===== config.mk =====
export PLATFORM = sky130hd
export DESIGN_NAME = ppg_cascade
export DESIGN_NICKNAME = d
export VERILOG_FILES = /design/src/rtl/ppg_pkg.sv /design/src/rtl/ppg_regs.sv /design/src/rtl/ppg_core.sv /design/src/rtl/ppg_cascade.sv
export SDC_FILE = /design/constraint.sdc
export NUM_CORES = 1
export LEC_CHECK = 0
export BUFFER_PORTS_ARGS = -buffer_cell sky130_fd_sc_hd__buf_2
export CAP_MARGIN = 20
export CORE_ASPECT_RATIO = 2
export CORE_MARGIN = 2
export CORE_UTILIZATION = 35
export DETAILED_ROUTE_END_ITERATION = 7
export HOLD_SLACK_MARGIN = 0.08
export PLACE_DENSITY = 0.49
export SLEW_MARGIN = 15
export SYNTH_ARGS = -nofsm -noshare
export SYNTH_HDL_FRONTEND = slang
export SYNTH_SLANG_ARGS = --single-unit

===== constraint.sdc =====
create_clock -name clk -period 2.7 [get_ports clk]
set_clock_uncertainty 0.1 [all_clocks]
set_input_delay 0.27 -clock clk [delete_from_list [all_inputs] [get_ports clk]]
set_output_delay 0.27 -clock clk [all_outputs]
set_load 0.02 [all_outputs]

===== src/rtl/ppg_pkg.sv =====
package ppg_pkg;
    localparam int REG_AW = 3;
    localparam int REG_DW = 8;

    typedef enum logic [REG_AW-1:0] {
        A_CTL_LO = 3'd0,
        A_CTL_HI = 3'd1,
        A_PER_LO = 3'd2,
        A_PER_HI = 3'd3,
        A_DUT_LO = 3'd4,
        A_DUT_HI = 3'd5,
        A_RUN    = 3'd6,
        A_INV    = 3'd7
    } reg_addr_e;

    typedef enum logic {
        ST_IDLE = 1'b0,
        ST_RUN  = 1'b1
    } ppg_state_e;
endpackage


===== src/rtl/ppg_regs.sv =====
module ppg_regs
    import ppg_pkg::*;
#(
    parameter int HW = 8,
    parameter int NH = 2,
    localparam int CW = HW * NH
) (
    input  logic              clk,
    input  logic              rst_n,
    input  logic              wr_en,
    input  logic [REG_AW-1:0] wr_addr,
    input  logic [REG_DW-1:0] wr_data,
    input  logic [REG_AW-1:0] rd_addr,
    output logic [REG_DW-1:0] rd_data,
    input  logic              reload_i,
    output logic [CW-1:0]     per_o,
    output logic [CW-1:0]     duty_o,
    output logic [1:0]        mode_o,
    output logic [2:0]        sel_o,
    output logic              oe_o,
    output logic              ie_o,
    output logic              flag_o,
    output logic              run_o,
    output logic              inv_o
);
    logic [HW-1:0] per_q  [NH];
    logic [HW-1:0] duty_q [NH];
    logic [7:0]    ctl_lo, ctl_hi;
    logic [1:0]    run_q, inv_q;

    generate
        for (genvar h = 0; h < NH; h++) begin : g_half
            always_ff @(posedge clk or negedge rst_n) begin
                if (!rst_n) begin
                    per_q[h]  <= '0;
                    duty_q[h] <= '0;
                end else if (wr_en) begin
                    if (wr_addr == REG_AW'(A_PER_LO + h)) per_q[h]  <= wr_data[HW-1:0];
                    if (wr_addr == REG_AW'(A_DUT_LO + h)) duty_q[h] <= wr_data[HW-1:0];
                end
            end
            assign per_o[h*HW +: HW]  = per_q[h];
            assign duty_o[h*HW +: HW] = duty_q[h];
        end
    endgenerate

    always_ff @(posedge clk or negedge rst_n) begin
        if (!rst_n) begin
            ctl_lo <= '0;
            ctl_hi <= '0;
            run_q  <= '0;
            inv_q  <= '0;
        end else begin
            if (wr_en) begin
                unique case (wr_addr)
                    A_CTL_LO: begin
                        ctl_lo <= {wr_data[7:5], ctl_lo[4] & wr_data[4], wr_data[3:0]};
                    end
                    A_CTL_HI: begin
                        ctl_hi <= {2'b00, wr_data[5], ctl_hi[4] & wr_data[4], wr_data[3:0]};
                    end
                    A_RUN:   run_q <= wr_data[1:0];
                    A_INV:   inv_q <= wr_data[1:0];
                    default: ;
                endcase
            end
            if (reload_i) ctl_lo[4] <= 1'b1;
        end
    end

    assign mode_o = ctl_lo[7:6];
    assign ie_o   = ctl_lo[5];
    assign flag_o = ctl_lo[4];
    assign oe_o   = ctl_lo[3];
    assign sel_o  = ctl_lo[2:0];
    assign run_o  = run_q[0];
    assign inv_o  = inv_q[0];

    always_comb begin
        rd_data = '0;
        unique case (rd_addr)
            A_CTL_LO: rd_data = ctl_lo;
            A_CTL_HI: rd_data = ctl_hi;
            A_PER_LO: rd_data[HW-1:0] = per_q[0];
            A_PER_HI: rd_data[HW-1:0] = per_q[NH-1];
            A_DUT_LO: rd_data[HW-1:0] = duty_q[0];
            A_DUT_HI: rd_data[HW-1:0] = duty_q[NH-1];
            A_RUN:    rd_data[1:0] = run_q;
            A_INV:    rd_data[1:0] = inv_q;
            default:  rd_data = '0;
        endcase
    end

    a_r8_flag_set: assert property (@(posedge clk) disable iff (!rst_n)
        reload_i |=> flag_o);
    a_r8_flag_no_self_set: assert property (@(posedge clk) disable iff (!rst_n)
        (!reload_i && !flag_o) |=> !flag_o);
endmodule


===== src/rtl/ppg_core.sv =====
module ppg_core
    import ppg_pkg::*;
#(
    parameter int HW = 8,
    parameter int NH = 2,
    localparam int CW = HW * NH
) (
    input  logic          clk,
    input  logic          rst_n,
    input  logic          run_i,
    input  logic          tick_i,
    input  logic [CW-1:0] per_i,
    input  logic [CW-1:0] duty_i,
    output logic          reload_o,
    output logic          level_o
);
    ppg_state_e    state, state_nx;
    logic [CW-1:0] cnt, duty_w, cnt_dec;
    logic [NH-1:0] half_hit;
    logic          at_end;

    assign cnt_dec = cnt - CW'(1);
    assign at_end  = (cnt <= CW'(1));

    generate
        for (genvar h = 0; h < NH; h++) begin : g_cmp
            assign half_hit[h] = (cnt_dec[h*HW +: HW] == duty_w[h*HW +: HW]);
        end
    endgenerate

    always_comb begin
        state_nx = state;
        unique case (state)
            ST_IDLE: if (run_i) state_nx = ST_RUN;
            ST_RUN:  if (!run_i) state_nx = ST_IDLE;
            default: state_nx = ST_IDLE;
        endcase
    end

    always_ff @(posedge clk or negedge rst_n) begin
        if (!rst_n) state <= ST_IDLE;
        else        state <= state_nx;
    end

    assign reload_o = (state == ST_RUN) && run_i && tick_i && at_end;

    always_ff @(posedge clk or negedge rst_n) begin
        if (!rst_n) begin
            cnt     <= '0;
            duty_w  <= '0;
            level_o <= 1'b0;
        end else begin
            unique case (state)
                ST_IDLE: begin
                    level_o <= 1'b0;
                    if (run_i) begin
                        cnt    <= per_i;
                        duty_w <= duty_i;
                    end
                end
                ST_RUN: begin
                    if (!run_i) begin
                        level_o <= 1'b0;
                    end else if (tick_i) begin
                        if (at_end) begin
                            cnt     <= per_i;
                            duty_w  <= duty_i;
                            level_o <= 1'b0;
                        end else begin
                            cnt <= cnt_dec;
                            if (&half_hit) level_o <= 1'b1;
                        end
                    end
                end
                default: level_o <= 1'b0;
            endcase
        end
    end

    a_r4_reload_loads_period: assert property (@(posedge clk) disable iff (!rst_n)
        reload_o |=> (cnt == $past(per_i)));
    a_r5_low_after_reload: assert property (@(posedge clk) disable iff (!rst_n)
        reload_o |=> !level_o);
    a_r7_hold_without_tick: assert property (@(posedge clk) disable iff (!rst_n)
        (state == ST_RUN && !tick_i) |=> $stable(cnt));
    a_r6_duty_kept_in_period: assert property (@(posedge clk) disable iff (!rst_n)
        (state == ST_RUN && !reload_o) |=> $stable(duty_w));
    a_r10_stop_forces_low: assert property (@(posedge clk) disable iff (!rst_n)
        !run_i |=> !level_o);
endmodule


===== src/rtl/ppg_cascade.sv =====
module ppg_cascade
    import ppg_pkg::*;
#(
    parameter int HW    = 8,
    parameter int NH    = 2,
    parameter int NTICK = 8
) (
    input  logic              clk,
    input  logic              rst_n,
    input  logic              wr_en,
    input  logic [REG_AW-1:0] wr_addr,
    input  logic [REG_DW-1:0] wr_data,
    input  logic [REG_AW-1:0] rd_addr,
    output logic [REG_DW-1:0] rd_data,
    input  logic [NTICK-1:0]  tick_i,
    output logic              pulse_o,
    output logic              irq_o
);
    localparam int CW = HW * NH;

    logic [CW-1:0] per, duty;
    logic [1:0]    mode;
    logic [2:0]    sel;
    logic          oe, ie, flag, run, inv, reload, level, tick, run_en;

    ppg_regs #(.HW(HW), .NH(NH)) u_regs (
        .clk(clk), .rst_n(rst_n),
        .wr_en(wr_en), .wr_addr(wr_addr), .wr_data(wr_data),
        .rd_addr(rd_addr), .rd_data(rd_data),
        .reload_i(reload),
        .per_o(per), .duty_o(duty), .mode_o(mode), .sel_o(sel),
        .oe_o(oe), .ie_o(ie), .flag_o(flag), .run_o(run), .inv_o(inv)
    );

    always_comb begin
        tick = 1'b0;
        for (int i = 0; i < NTICK; i++) begin
            if (sel == 3'(i)) tick = tick_i[i];
        end
    end

    assign run_en = run & mode[1];

    ppg_core #(.HW(HW), .NH(NH)) u_core (
        .clk(clk), .rst_n(rst_n),
        .run_i(run_en), .tick_i(tick),
        .per_i(per), .duty_i(duty),
        .reload_o(reload), .level_o(level)
    );

    assign pulse_o = oe & (level ^ inv);
    assign irq_o   = flag & ie;

    a_r3_no_reload_when_off: assert property (@(posedge clk) disable iff (!rst_n)
        !run_en |-> !reload);
    a_r7_reload_needs_tick: assert property (@(posedge clk) disable iff (!rst_n)
        reload |-> tick);
endmodule


==> results.ini <==
[logic_synthesis]
synth-seq-cells = 84
ys.flop_type = dfrtp_1
syn_inst = 425
yosys_warnings = 0
synth_area_leaders = dfrtp_1 45%, mux2_2 13%, o21ai_0 2.9%
avgSynthCellArea_um2 = 11.0
syn_area_um2 = 4680
async_flop_share_pct = 100
yosys.area.top_type = dfrtp_1
synth.top_cell.area_share_pct = 44.9
yosysSeqAreaShare_pct = 44.9
syn_nets = 452
synth_edf_count = 0
ys_types = 66

[setup_path]
path_cells = inv_1 -> ha_1 -> or3b_1 -> or4_1 -> o221ai_1 -> a32o_1 -> a2111oi_2 -> a31o_1
r2r_cells = 8
arrival_ps = 2660
crit_type = flip-flop to flip-flop
regToRegStartpoint = u_core.cnt[1]
cp_slowest_cell = or4_1
startpoint = u_core.cnt[1]
path_max_fanout = 6
slowest_delay_ps = 490
start_kind = flip-flop
cp.required_ps = 2820
worst_setup_path_end_kind = flip-flop

[clock_tree]
cts.sinks = 84
cts_resized = 0
clk_latency_ps = 340
path_clk_slew_ps = 70
clk_path_buf_depth = 2
root_buffer = clkbuf_16
cts_tree = built
h-tree-depth = 3
cts_made_buffers = 9

[min_path]
hold_depth = 2
worstHoldStart = wr_data[4]
hp-class = primary input to flip-flop

[status]
status = complete, no violations

[final_layout]
layout-drive-gt1-share_pct = 32.4
area.growth.synth_to_final_pct = 16.1
final_common_cell = dfrtp_1
layout_common_cells = 84 x dfrtp_1, 56 x mux2_2, 33 x buf_2, 28 x buf_4, 27 x o21ai_0
diodes = 0
fin_nets = 502

[sta]
setup_slack_ps = 157
post-route-min-period_ps = 2540
report.final.slew_viol_count = 0
rsz0062_at_grt = false
slew_headroom_pct = 56.7
timing.setup.tns_ps = 0
finalCritPeriodShare_pct = 94.2
setup_viol = 0
tightestPinTransition_ps = 646
finalHoldViolations = 0
max_clock_freq_ghz = 0.393

[drt]
wl_per_cell_um = 21.7
drc_errors = 0
vias = 3531
drt-total-wl_mm = 13.7
vias_per_cell = 5.60
ant_nets = 0
drt_pre_antenna_iters = 6
dr.first_iter.drc_count = 112

[global_routing]
grt_pass1_wl_mm = 21.5
gr-usage-met3_pct = 1.72
grt_pass1_vias = 3735
grt_util_met1_pct = 21.2
top_usage_layer = met2
antenna_found_initial = 0
met2_usage_pct = 37.5
grt_max_degree = 47
grt_usage_pct = 20.2
grt_overflow_total = 0

[floorplanning]
fp.dieArea_um2 = 14400
core-area_um2 = 13100
dieWidth_um = 85.8
io_pins = 35
row_count = 59
die_height_um = 168
start_util_pct = 35.8

[placed_design]
hpwlAfterDp_mm = 10.8
io_buffers = 34
gp_congestion = 0.894
pre_cts_ws_ps = 150

[job]
max-cap-violations = 0

[power]
power.density_nw_per_um2 = 957
worst_ir_drop_vdd_uv = 411
leakage_nw = 2.33

-- per-stage QoR --
step	util, %	power (mW)	instance area, um2	std cells	hold slack (ps)
global route	41.6	5.54	5430	631	125
CTS	41.6	5.25	5430	631	113
global placement	39.4	4.03	5140	615	207
floorplan	-	3.40	4680	425	-126
finish	41.6	5.20	5430	631	116
detailed placement	39.4	4.07	5140	615	211
-- flip-flops by register name, indices dropped and copies added (netlist names) --
register,flops
u_regs.run_q,2
u_regs.inv_q,2
u_regs.duty_o,16
u_core.duty_w,16
u_regs.per_o,16
u_regs.ctl_lo,8
u_core.state,1
u_core.level_o,1
u_regs.ctl_hi,6
u_core.cnt,16
-- report_power, final --
part           internal, mW  switching (mW)  total [mW]
clock network         0.668           0.484        1.15
registers              1.66           0.503        2.16
logic                 0.920           0.964        1.88
total                  3.25            1.95        5.20
-- final timing paths --
path / to / slack, ps
max in group asynchronous: u_regs.duty_o[11] / 1460
worst max-delay path: u_core.level_o / 160
worst max register to register: u_core.level_o / 160
worst min-delay path: u_regs.per_o[4] / 120
worst min register to register: u_regs.ctl_hi[0] / 410
min in group asynchronous: u_core.cnt[13] / 380
-- kinds of logic (layout without fill, tap and decap cells) --
kind of cell,Yosys count,in the layout,synth area share [%]
and+or+nand+nor,108,108,14.0
DFF,84,84,44.9
AOI/OAI and AO/OA,95,95,13.4
xor gates and xnor gates,23,23,4.30
buffers and inverters,36,90,3.56
muxes,77,77,19.3
adders and majority gates,2,2,0.535
-- repair_timing --
item,in CTS,in global routing
endpoints found under the hold margin,43,0
hold buffers,1,0
buffers inserted,0,0
-- cell usage after synthesis, types with 3 or more instances --
cell,instances
nor3b_2,3
mux2i_1,6
xor2_1,12
xnor2_1,11
o22ai_1,3
nand4b_1,4
nor2b_1,3
buf_2,9
nand3_1,8
dfrtp_1,84
and3_1,4
a21oi_1,26
a22oi_1,3
o21ai_0,27
mux4_2,4
and2_1,5
inv_1,11
o31a_1,3
a31oi_1,3
nor3_1,12
clkbuf_1,12
a211oi_1,3
nand2_1,24
mux2_2,56
nor4_1,3
or3_1,3
a221oi_1,4
nor2_1,19
mux2_1,11
-- routing by layer --
layer / share of wire (%) / vias to the layer above
li1: - / 1667
met2: 57 / 87
met4: 5.7 / 0
met3: 2.1 / 36
met1: 36 / 1741
met5: 0 / -
-- cell type report --
class | count | area (um2)
fillers | 1267 | 7630
multi-input cells | 305 | 2410
flip-flops and latches | 84 | 2100
repair buffers | 63 | 405
clock buffers | 12 | 256
well taps | 152 | 190
inverters | 12 | 45.0
clock inverters | 3 | 22.5
-- worst max-delay path: cells and delay by family (launching register included) --
kind	cells	cell delay, ps
adder cells (fa/ha/maj)	1	250
AND/OR/NAND/NOR	2	930
buffers and inverters	1	120
AO/OA/AOI/OAI	4	580
flip-flops	1	430
Note: power is estimated with default switching activity, not from simulation.
